$ cat src/rtl/tmr_regif_pkg.sv
// Shared types for the interval timer register front end.
// Assumes byte-wide host accesses and 16-bit channel counts.
package tmr_regif_pkg;
    localparam int BYTE_W = 8;
    localparam int CNT_W  = 2 * BYTE_W;
    localparam int MODE_W = 3;

    // Bit positions inside a read-back command byte
    localparam int RB_CH0_BIT   = 1;
    localparam int RB_STAT_N_BIT = 4;
    localparam int RB_CNT_N_BIT  = 5;

    localparam logic [1:0] CTL_ADDR     = 2'd3;
    localparam logic [1:0] SEL_READBACK = 2'b11;

    typedef enum logic [1:0] {
        ACC_LATCH = 2'd0,
        ACC_LO    = 2'd1,
        ACC_HI    = 2'd2,
        ACC_WORD  = 2'd3
    } acc_e;

    typedef enum logic [1:0] {
        SEQ_LO       = 2'd0,
        SEQ_HI       = 2'd1,
        SEQ_W_FIRST  = 2'd2,
        SEQ_W_SECOND = 2'd3
    } seq_e;

    // Control byte layout (field order is decoded by the host)
    typedef struct packed {
        logic [1:0]        sel;
        acc_e              acc;
        logic [MODE_W-1:0] mode;
        logic              bcd;
    } ctl_word_t;

    // Status byte layout returned after a status capture
    typedef struct packed {
        logic              level;
        logic              rsvd;
        acc_e              acc;
        logic [MODE_W-1:0] mode;
        logic              bcd;
    } stat_byte_t;

    // First sequencer state for a given access style
    function automatic seq_e seq_start(input acc_e a);
        case (a)
            ACC_HI:   return SEQ_HI;
            ACC_WORD: return SEQ_W_FIRST;
            default:  return SEQ_LO;
        endcase
    endfunction
endpackage

$ cat src/rtl/tmr_regif_decode.sv
// Host access decoder: turns one bus cycle into per-channel event strobes.
// Assumes at most one access per cycle; a read colliding with a write is
// dropped, and any access flagged wide is ignored.
module tmr_regif_decode
    import tmr_regif_pkg::*;
#(
    parameter int NUM_CH = 3
) (
    input  logic              bus_wr,
    input  logic              bus_rd,
    input  logic              bus_wide,
    input  logic [1:0]        bus_addr,
    input  logic [BYTE_W-1:0] bus_wdata,
    output logic [NUM_CH-1:0] cfg_set,
    output logic [NUM_CH-1:0] cnt_latch,
    output logic [NUM_CH-1:0] stat_latch,
    output logic [NUM_CH-1:0] data_wr,
    output logic [NUM_CH-1:0] data_rd,
    output logic              rd_accept
);
    ctl_word_t cw;
    logic      wr_ok;
    logic      rd_ok;
    logic      ctl_wr;
    logic      rb_cmd;

    assign cw     = ctl_word_t'(bus_wdata);
    assign wr_ok  = bus_wr & ~bus_wide;
    assign rd_ok  = bus_rd & ~bus_wr & ~bus_wide;
    assign ctl_wr = wr_ok && (bus_addr == CTL_ADDR);
    assign rb_cmd = ctl_wr && (cw.sel == SEL_READBACK);
    assign rd_accept = rd_ok && (bus_addr != CTL_ADDR);

    generate
        for (genvar i = 0; i < NUM_CH; i++) begin : g_ch
            logic direct;
            logic rb_pick;
            // Control word aimed at this channel
            assign direct  = ctl_wr && (cw.sel == 2'(i));
            // Read-back command selecting this channel
            assign rb_pick = rb_cmd && bus_wdata[RB_CH0_BIT + i];

            assign cfg_set[i]    = direct && (cw.acc != ACC_LATCH);
            assign cnt_latch[i]  = (direct && (cw.acc == ACC_LATCH)) ||
                                   (rb_pick && !bus_wdata[RB_CNT_N_BIT]);
            assign stat_latch[i] = rb_pick && !bus_wdata[RB_STAT_N_BIT];
            assign data_wr[i]    = wr_ok && (bus_addr == 2'(i));
            assign data_rd[i]    = rd_ok && (bus_addr == 2'(i));
        end
    endgenerate
endmodule

$ cat src/rtl/tmr_regif_chan.sv
// One channel of the front end: configuration, write and read byte
// sequencers, count snapshot and status snapshot. Presents the byte a
// read would return in this cycle on rd_byte.
// Assumes event strobes from the decoder are mutually exclusive.
module tmr_regif_chan
    import tmr_regif_pkg::*;
(
    input  logic              clk,
    input  logic              rst_n,
    input  logic              cfg_set,
    input  logic              cnt_latch,
    input  logic              stat_latch,
    input  logic              data_wr,
    input  logic              data_rd,
    input  logic [BYTE_W-1:0] wdata,
    input  logic [CNT_W-1:0]  live_count,
    input  logic              out_level,
    output logic [MODE_W-1:0] mode,
    output logic [CNT_W-1:0]  count,
    output logic              load,
    output logic [BYTE_W-1:0] rd_byte
);
    ctl_word_t         cw;
    acc_e              acc_q;
    logic [MODE_W-1:0] mode_q;
    logic              bcd_q;
    seq_e              wseq_q;
    seq_e              rseq_q;
    logic [BYTE_W-1:0] wlat_q;
    logic [CNT_W-1:0]  cnt_q;
    logic              load_q;
    logic [CNT_W-1:0]  clat_q;
    logic              cpend_q;
    seq_e              cseq_q;
    logic              spend_q;
    stat_byte_t        stat_q;
    logic              rd_live;

    assign cw = ctl_word_t'(wdata);

    // Channel configuration from a control word
    always_ff @(posedge clk) begin
        if (!rst_n) begin
            acc_q  <= ACC_LO;
            mode_q <= '0;
            bcd_q  <= 1'b0;
        end else if (cfg_set) begin
            acc_q  <= cw.acc;
            mode_q <= cw.mode;
            bcd_q  <= cw.bcd;
        end
    end

    // Write byte sequencer, split-byte holding register and count load
    always_ff @(posedge clk) begin
        if (!rst_n) begin
            wseq_q <= SEQ_LO;
            wlat_q <= '0;
            cnt_q  <= '0;
            load_q <= 1'b0;
        end else begin
            load_q <= 1'b0;
            if (cfg_set) begin
                wseq_q <= seq_start(cw.acc);
            end else if (data_wr) begin
                case (wseq_q)
                    SEQ_LO: begin
                        cnt_q  <= {{BYTE_W{1'b0}}, wdata};
                        load_q <= 1'b1;
                    end
                    SEQ_HI: begin
                        cnt_q  <= {wdata, {BYTE_W{1'b0}}};
                        load_q <= 1'b1;
                    end
                    SEQ_W_FIRST: begin
                        wlat_q <= wdata;
                        wseq_q <= SEQ_W_SECOND;
                    end
                    default: begin
                        cnt_q  <= {wdata, wlat_q};
                        load_q <= 1'b1;
                        wseq_q <= SEQ_W_FIRST;
                    end
                endcase
            end
        end
    end

    // A read consumes live data only when no snapshot is pending
    assign rd_live = data_rd && !spend_q && !cpend_q;

    // Read byte sequencer for running-count reads
    always_ff @(posedge clk) begin
        if (!rst_n) begin
            rseq_q <= SEQ_LO;
        end else if (cfg_set) begin
            rseq_q <= seq_start(cw.acc);
        end else if (rd_live) begin
            if (rseq_q == SEQ_W_FIRST) begin
                rseq_q <= SEQ_W_SECOND;
            end else if (rseq_q == SEQ_W_SECOND) begin
                rseq_q <= SEQ_W_FIRST;
            end
        end
    end

    // Count snapshot: captured once, drained in access order
    always_ff @(posedge clk) begin
        if (!rst_n) begin
            clat_q  <= '0;
            cpend_q <= 1'b0;
            cseq_q  <= SEQ_LO;
        end else if (cnt_latch && !cpend_q) begin
            clat_q  <= live_count;
            cpend_q <= 1'b1;
            cseq_q  <= seq_start(acc_q);
        end else if (data_rd && !spend_q && cpend_q) begin
            if (cseq_q == SEQ_W_FIRST) begin
                cseq_q <= SEQ_HI;
            end else begin
                cpend_q <= 1'b0;
            end
        end
    end

    // Status snapshot: captured once, consumed by the next read
    always_ff @(posedge clk) begin
        if (!rst_n) begin
            stat_q  <= '0;
            spend_q <= 1'b0;
        end else if (stat_latch && !spend_q) begin
            stat_q  <= '{level: out_level, rsvd: 1'b0, acc: acc_q,
                         mode: mode_q, bcd: bcd_q};
            spend_q <= 1'b1;
        end else if (data_rd && spend_q) begin
            spend_q <= 1'b0;
        end
    end

    // Byte a read would return now: status, then snapshot, then live
    always_comb begin
        if (spend_q) begin
            rd_byte = stat_q;
        end else if (cpend_q) begin
            rd_byte = (cseq_q == SEQ_HI) ? clat_q[CNT_W-1:BYTE_W]
                                         : clat_q[BYTE_W-1:0];
        end else if (rseq_q == SEQ_HI || rseq_q == SEQ_W_SECOND) begin
            rd_byte = live_count[CNT_W-1:BYTE_W];
        end else begin
            rd_byte = live_count[BYTE_W-1:0];
        end
    end

    assign mode  = mode_q;
    assign count = cnt_q;
    assign load  = load_q;
endmodule

$ cat src/rtl/tmr_regif_rdstage.sv
// Read return register: selects the addressed channel's byte and holds it
// for the cycle after the read strobe. Assumes at most one data_rd bit set.
module tmr_regif_rdstage
    import tmr_regif_pkg::*;
#(
    parameter int NUM_CH = 3
) (
    input  logic                     clk,
    input  logic                     rst_n,
    input  logic                     rd_accept,
    input  logic [NUM_CH-1:0]        data_rd,
    input  logic [NUM_CH*BYTE_W-1:0] chan_bytes,
    output logic [BYTE_W-1:0]        rdata,
    output logic                     rvalid
);
    logic [BYTE_W-1:0] pick;

    // OR-select of the addressed channel's byte
    always_comb begin
        pick = '0;
        for (int i = 0; i < NUM_CH; i++) begin
            if (data_rd[i]) begin
                pick = pick | chan_bytes[i*BYTE_W +: BYTE_W];
            end
        end
    end

    // Register the returned byte and its valid flag
    always_ff @(posedge clk) begin
        if (!rst_n) begin
            rdata  <= '0;
            rvalid <= 1'b0;
        end else begin
            rvalid <= rd_accept;
            rdata  <= rd_accept ? pick : '0;
        end
    end
endmodule

$ cat src/rtl/tmr_regif.sv
// Register front end of a multi-channel interval timer. Decodes host byte
// accesses, keeps per-channel configuration and snapshots, and hands each
// channel its mode, loaded count and load strobe.
// Assumes NUM_CH is at most 3 (2-bit address with address 3 reserved).
module tmr_regif
    import tmr_regif_pkg::*;
#(
    parameter int NUM_CH = 3
) (
    input  logic                     clk,
    input  logic                     rst_n,
    input  logic [1:0]               bus_addr,
    input  logic                     bus_wr,
    input  logic                     bus_rd,
    input  logic                     bus_wide,
    input  logic [BYTE_W-1:0]        bus_wdata,
    output logic [BYTE_W-1:0]        bus_rdata,
    output logic                     bus_rvalid,
    input  logic [NUM_CH*CNT_W-1:0]  cnt_live,
    input  logic [NUM_CH-1:0]        out_lvl,
    output logic [NUM_CH*MODE_W-1:0] ch_mode,
    output logic [NUM_CH*CNT_W-1:0]  ch_count,
    output logic [NUM_CH-1:0]        ch_load
);
    logic [NUM_CH-1:0]        cfg_set;
    logic [NUM_CH-1:0]        cnt_latch;
    logic [NUM_CH-1:0]        stat_latch;
    logic [NUM_CH-1:0]        data_wr;
    logic [NUM_CH-1:0]        data_rd;
    logic                     rd_accept;
    logic [NUM_CH*BYTE_W-1:0] chan_bytes;

    tmr_regif_decode #(.NUM_CH(NUM_CH)) u_decode (
        .bus_wr     (bus_wr),
        .bus_rd     (bus_rd),
        .bus_wide   (bus_wide),
        .bus_addr   (bus_addr),
        .bus_wdata  (bus_wdata),
        .cfg_set    (cfg_set),
        .cnt_latch  (cnt_latch),
        .stat_latch (stat_latch),
        .data_wr    (data_wr),
        .data_rd    (data_rd),
        .rd_accept  (rd_accept)
    );

    generate
        for (genvar i = 0; i < NUM_CH; i++) begin : g_chan
            tmr_regif_chan u_chan (
                .clk        (clk),
                .rst_n      (rst_n),
                .cfg_set    (cfg_set[i]),
                .cnt_latch  (cnt_latch[i]),
                .stat_latch (stat_latch[i]),
                .data_wr    (data_wr[i]),
                .data_rd    (data_rd[i]),
                .wdata      (bus_wdata),
                .live_count (cnt_live[i*CNT_W +: CNT_W]),
                .out_level  (out_lvl[i]),
                .mode       (ch_mode[i*MODE_W +: MODE_W]),
                .count      (ch_count[i*CNT_W +: CNT_W]),
                .load       (ch_load[i]),
                .rd_byte    (chan_bytes[i*BYTE_W +: BYTE_W])
            );
        end
    endgenerate

    tmr_regif_rdstage #(.NUM_CH(NUM_CH)) u_rdstage (
        .clk        (clk),
        .rst_n      (rst_n),
        .rd_accept  (rd_accept),
        .data_rd    (data_rd),
        .chan_bytes (chan_bytes),
        .rdata      (bus_rdata),
        .rvalid     (bus_rvalid)
    );
endmodule

$ cat config.mk
export PLATFORM = sky130hd
export DESIGN_NAME = tmr_regif
export DESIGN_NICKNAME = d
export VERILOG_FILES = /design/src/rtl/tmr_regif_pkg.sv /design/src/rtl/tmr_regif_decode.sv /design/src/rtl/tmr_regif_chan.sv /design/src/rtl/tmr_regif_rdstage.sv /design/src/rtl/tmr_regif.sv
export SDC_FILE = /design/constraint.sdc
export NUM_CORES = 1
export LEC_CHECK = 0
export BUFFER_PORTS_ARGS = -buffer_cell sky130_fd_sc_hd__buf_2
export CAP_MARGIN = 30
export CORE_MARGIN = 10
export CORE_UTILIZATION = 52
export CTS_CLUSTER_DIAMETER = 80
export DETAILED_ROUTE_END_ITERATION = 7
export HOLD_SLACK_MARGIN = 0.06
export PLACE_DENSITY = 0.74
export REMOVE_ABC_BUFFERS = 1
export SLEW_MARGIN = 5
export SYNTH_ARGS = -nofsm -noshare
export SYNTH_HDL_FRONTEND = slang
export SYNTH_HIERARCHICAL = 1
export SYNTH_SLANG_ARGS = --single-unit
$ cat constraint.sdc
create_clock -name clk -period 2 [get_ports clk]
set_clock_uncertainty 0.15 [all_clocks]
set_input_delay 0.4 -clock clk [delete_from_list [all_inputs] [get_ports clk]]
set_output_delay 0.4 -clock clk [all_outputs]
set_load 0.02 [all_outputs]
==> flow_summary.toml <==
[floorplan]
initial_core_util = 0.5287
total_die_area_um2 = 23220
die_height_um = 152.4
die_x_um = 152.4
design.portCount = 135
core-area_um2 = 17240
placementRows = 48

[cells_and_area]
fillCellCount = 1458
final_nets = 1253
area_growth_syn_to_fin_pct = 23.19
post-route-cell-area_um2 = 11230
final_layout_size_suffix_gt1_frac = 0.2369
layout_common_cells = "sky130_fd_sc_hd__nand2_1, sky130_fd_sc_hd__dfxtp_1, sky130_fd_sc_hd__buf_2"
mostFrequentLayoutCell = "sky130_fd_sc_hd__nand2_1"

[global_route]
gr-max-usage-layer = "met2"
first_global_vias = 7555
gr_util_all_layers = 0.1991
grt_pass1_wl_mm = 38.70
grt.overflow.total = 0
grt_antenna_before_repair = 1
grtUsageMet1 = 0.2584
grt_max_degree = 72
grt.met2_usage = 0.3269
global_route.usage.met3 = 0.04601

[setup_path]
kind_of_critical_path = "reg2reg"
startpoint_class_of_the_critical_path = "register"
worst-endpoint-arrival_ns = 2.07
cp_data_required_time_ns = 2.16
reg2reg_setup_slack_ns = 0.09
crit_fanout = 8
critical_path.endpoint_type = "register"

[clocking]
ctsHtreeMaxLevel = 4
ctsLongestPathBuffers = 2
clkLatencyLatePin_ns = 0.44
cts.root.buffer_cell = "sky130_fd_sc_hd__clkbuf_16"
clkSlewWorstSetupHoldPaths_ns = 0.07
cts_tree = "done"
post_cts.resized_instances = 0
postCtsSetupRepairBufs = 0
clock_net_sink_count = 195
tritoncts.num_buffers = 17

[timing]
setup_slack_ns = 0.09174
finalCritPeriodShare = 0.9541
setup_repair_after_global_routing_missed_its_margin = "no"
fin_setup_tns_ns = 0
layout_min_cycle_time_ns = 1.908
timing.hold.ws_ns = 0.07084
tightest_slew_ns = 0.7035
slew_viol_final = 0
report.final.setup_viol = 0
timing.slew.headroom = 0.5300
fmax_mhz = 524.0
finalHoldViolations = 0

[placed_design]
io_buffer_count = 134
dp_worst_setup_slack_ns = -0.1733
detailed_place.area_um2 = 10460
dp_hpwl_mm = 17.12
place.gp.congestion = 0.9013

[pwr]
power_density_nw_per_um2 = 721.6
power_leakage_nw = 4.515
ir_worst_vdd_mv = 0.6329
design_power_total_w = 0.008101

[synthesis]
synth-seq-area-share = 0.4284
async_flop_share = 0
syn_avg_cell_area_um2 = 9.103
synth_area_um2 = 9112
synth.top_cells.by_area = "sky130_fd_sc_hd__dfxtp_1, sky130_fd_sc_hd__mux2i_1, sky130_fd_sc_hd__nand2_1, sky130_fd_sc_hd__a21boi_0, sky130_fd_sc_hd__nor2b_1"
synth_cell_types = 44
number_of_enable_flip_flop_cells_after_synthesis = 0
synth_top_cell_by_area = "sky130_fd_sc_hd__dfxtp_1"
synth-main-ff-cell = "sky130_fd_sc_hd__dfxtp_1"
ys_ff_latch = 195
share_of_the_synthesized_area_in_the_top_cell_type = 0.4284
syn_inst = 1001
synthesis.yosys.warnings = 6

[detailed_routing]
route.vias.total = 7755
avgViaCountPerCell = 5.442
detail_route.wirelength_mm = 23.88
post-route-drc-count = 0
wire_per_inst_um = 16.76
final_ant_viol_nets = 0
first_iter_violations = 584
detail_route.first_pass.iterations = 8

[run_status]
status = "finished clean"

[hold_path]
worst_hold_path_type = "in2reg"

[job]
maxCapViolations = 0
==> final cells by class <==
class	instances	area (um2)	share of cell area
multi-input cells	698	4662	0.4153
flip-flops and latches	195	3904	0.3477
clock inverters	12	180.2	0.01605
clock buffers	19	442.9	0.03946
well taps	225	281.5	0.02508
diodes	1	2.502	0.0002229
inverters	27	101.3	0.009028
repair buffers	248	1652	0.1471
==> per-layer routing <==
metal	share of wire	wire, um
met5	0.00054	13
met4	0.014	330
met3	0.056	1332
met2	0.48	11520
met1	0.45	10690
==> critical path: stages, from the launching register on <==
cell and delay, ns:
sky130_fd_sc_hd__dfxtp_1 0.37, sky130_fd_sc_hd__nor2b_4 0.36, sky130_fd_sc_hd__mux2i_1 0.25, sky130_fd_sc_hd__a222oi_1 0.14
sky130_fd_sc_hd__a222oi_1 0.44, sky130_fd_sc_hd__nor2_1 0.08
==> registers in the layout, summed over array words and instances, names as in the netlist <==
| signal | count |
|---|---|
| g_chan.u_chan/cpend_q | 3 |
| g_chan.u_chan/mode | 9 |
| u_rdstage/rdata | 8 |
| g_chan.u_chan/wseq_q | 6 |
| g_chan.u_chan/wlat_q | 24 |
| g_chan.u_chan/load | 3 |
| g_chan.u_chan/acc_q | 6 |
| g_chan.u_chan/cseq_q | 6 |
| g_chan.u_chan/rseq_q | 6 |
| u_rdstage/rvalid | 1 |
| g_chan.u_chan/bcd_q | 3 |
| g_chan.u_chan/stat_q | 21 |
| g_chan.u_chan/clat_q | 48 |
| g_chan.u_chan/spend_q | 3 |
| g_chan.u_chan/count | 48 |
==> Yosys cell counts (13+ instances only) <==
cell,number
sky130_fd_sc_hd__o211ai_1,24
sky130_fd_sc_hd__nor2b_1,60
sky130_fd_sc_hd__nand2b_1,19
sky130_fd_sc_hd__a21boi_0,99
sky130_fd_sc_hd__buf_2,24
sky130_fd_sc_hd__inv_1,27
sky130_fd_sc_hd__nand2_1,199
sky130_fd_sc_hd__mux2i_1,87
sky130_fd_sc_hd__o211a_1,33
sky130_fd_sc_hd__a222oi_1,29
sky130_fd_sc_hd__clkbuf_1,30
sky130_fd_sc_hd__nor2_1,36
sky130_fd_sc_hd__o21ai_0,33
sky130_fd_sc_hd__buf_6,13
sky130_fd_sc_hd__dfxtp_1,195
==> worst paths after layout <==
check / startpoint / endpoint / cells after the start
setup / recovery: g_chan[0].u_chan/cseq_q[0]$_SDFFE_PN0P_ / u_rdstage/rdata[0]$_SDFF_PN0_ / 5
hold / removal: cnt_live[28] / g_chan[1].u_chan/clat_q[12]$_SDFFE_PN0P_ / 3
setup reg to reg: g_chan[0].u_chan/cseq_q[0]$_SDFFE_PN0P_ / u_rdstage/rdata[0]$_SDFF_PN0_ / 5
hold reg to reg: g_chan[2].u_chan/clat_q[5]$_SDFFE_PN0P_ / g_chan[2].u_chan/clat_q[5]$_SDFFE_PN0P_ / 2
==> where the power goes <==
group	leakage, nW	total (W)	switching (W)	internal (W)
clock	0.299	0.00361	0.00148	0.00213
sequential	1.57	0.00393	0.0000182	0.00391
combinational	2.64	0.000565	0.000305	0.000260
total	4.52	0.00810	0.00181	0.00629
==> timing repair <==
item                                    in CTS  in global routing
hold buffers                                14                  0
endpoints found under the setup margin       0                  0
hold endpoints to repair                    14                  0
==> per-stage QoR <==
stage	cells	util
after global placement	1379	0.6069
after global routing	1424	0.6511
after CTS	1424	0.6511
after floorplan	920	-
after detailed placement	1379	0.6069
final	1425	0.6513
==> cell families (layout without fill, tap and decap cells) <==
family / after synthesis / after routing / synth area share
AO/OA/AOI/OAI: 240 / 240 / 0.2079
XOR/XNOR: 6 / 6 / 0.005768
buffers and inverters: 108 / 306 / 0.06344
flip-flops: 195 / 195 / 0.4284
multiplexers: 87 / 87 / 0.09557
other: 0 / 1 / 0
AND/OR/NAND/NOR: 365 / 365 / 0.1990
(Power assumes the default switching activity.)
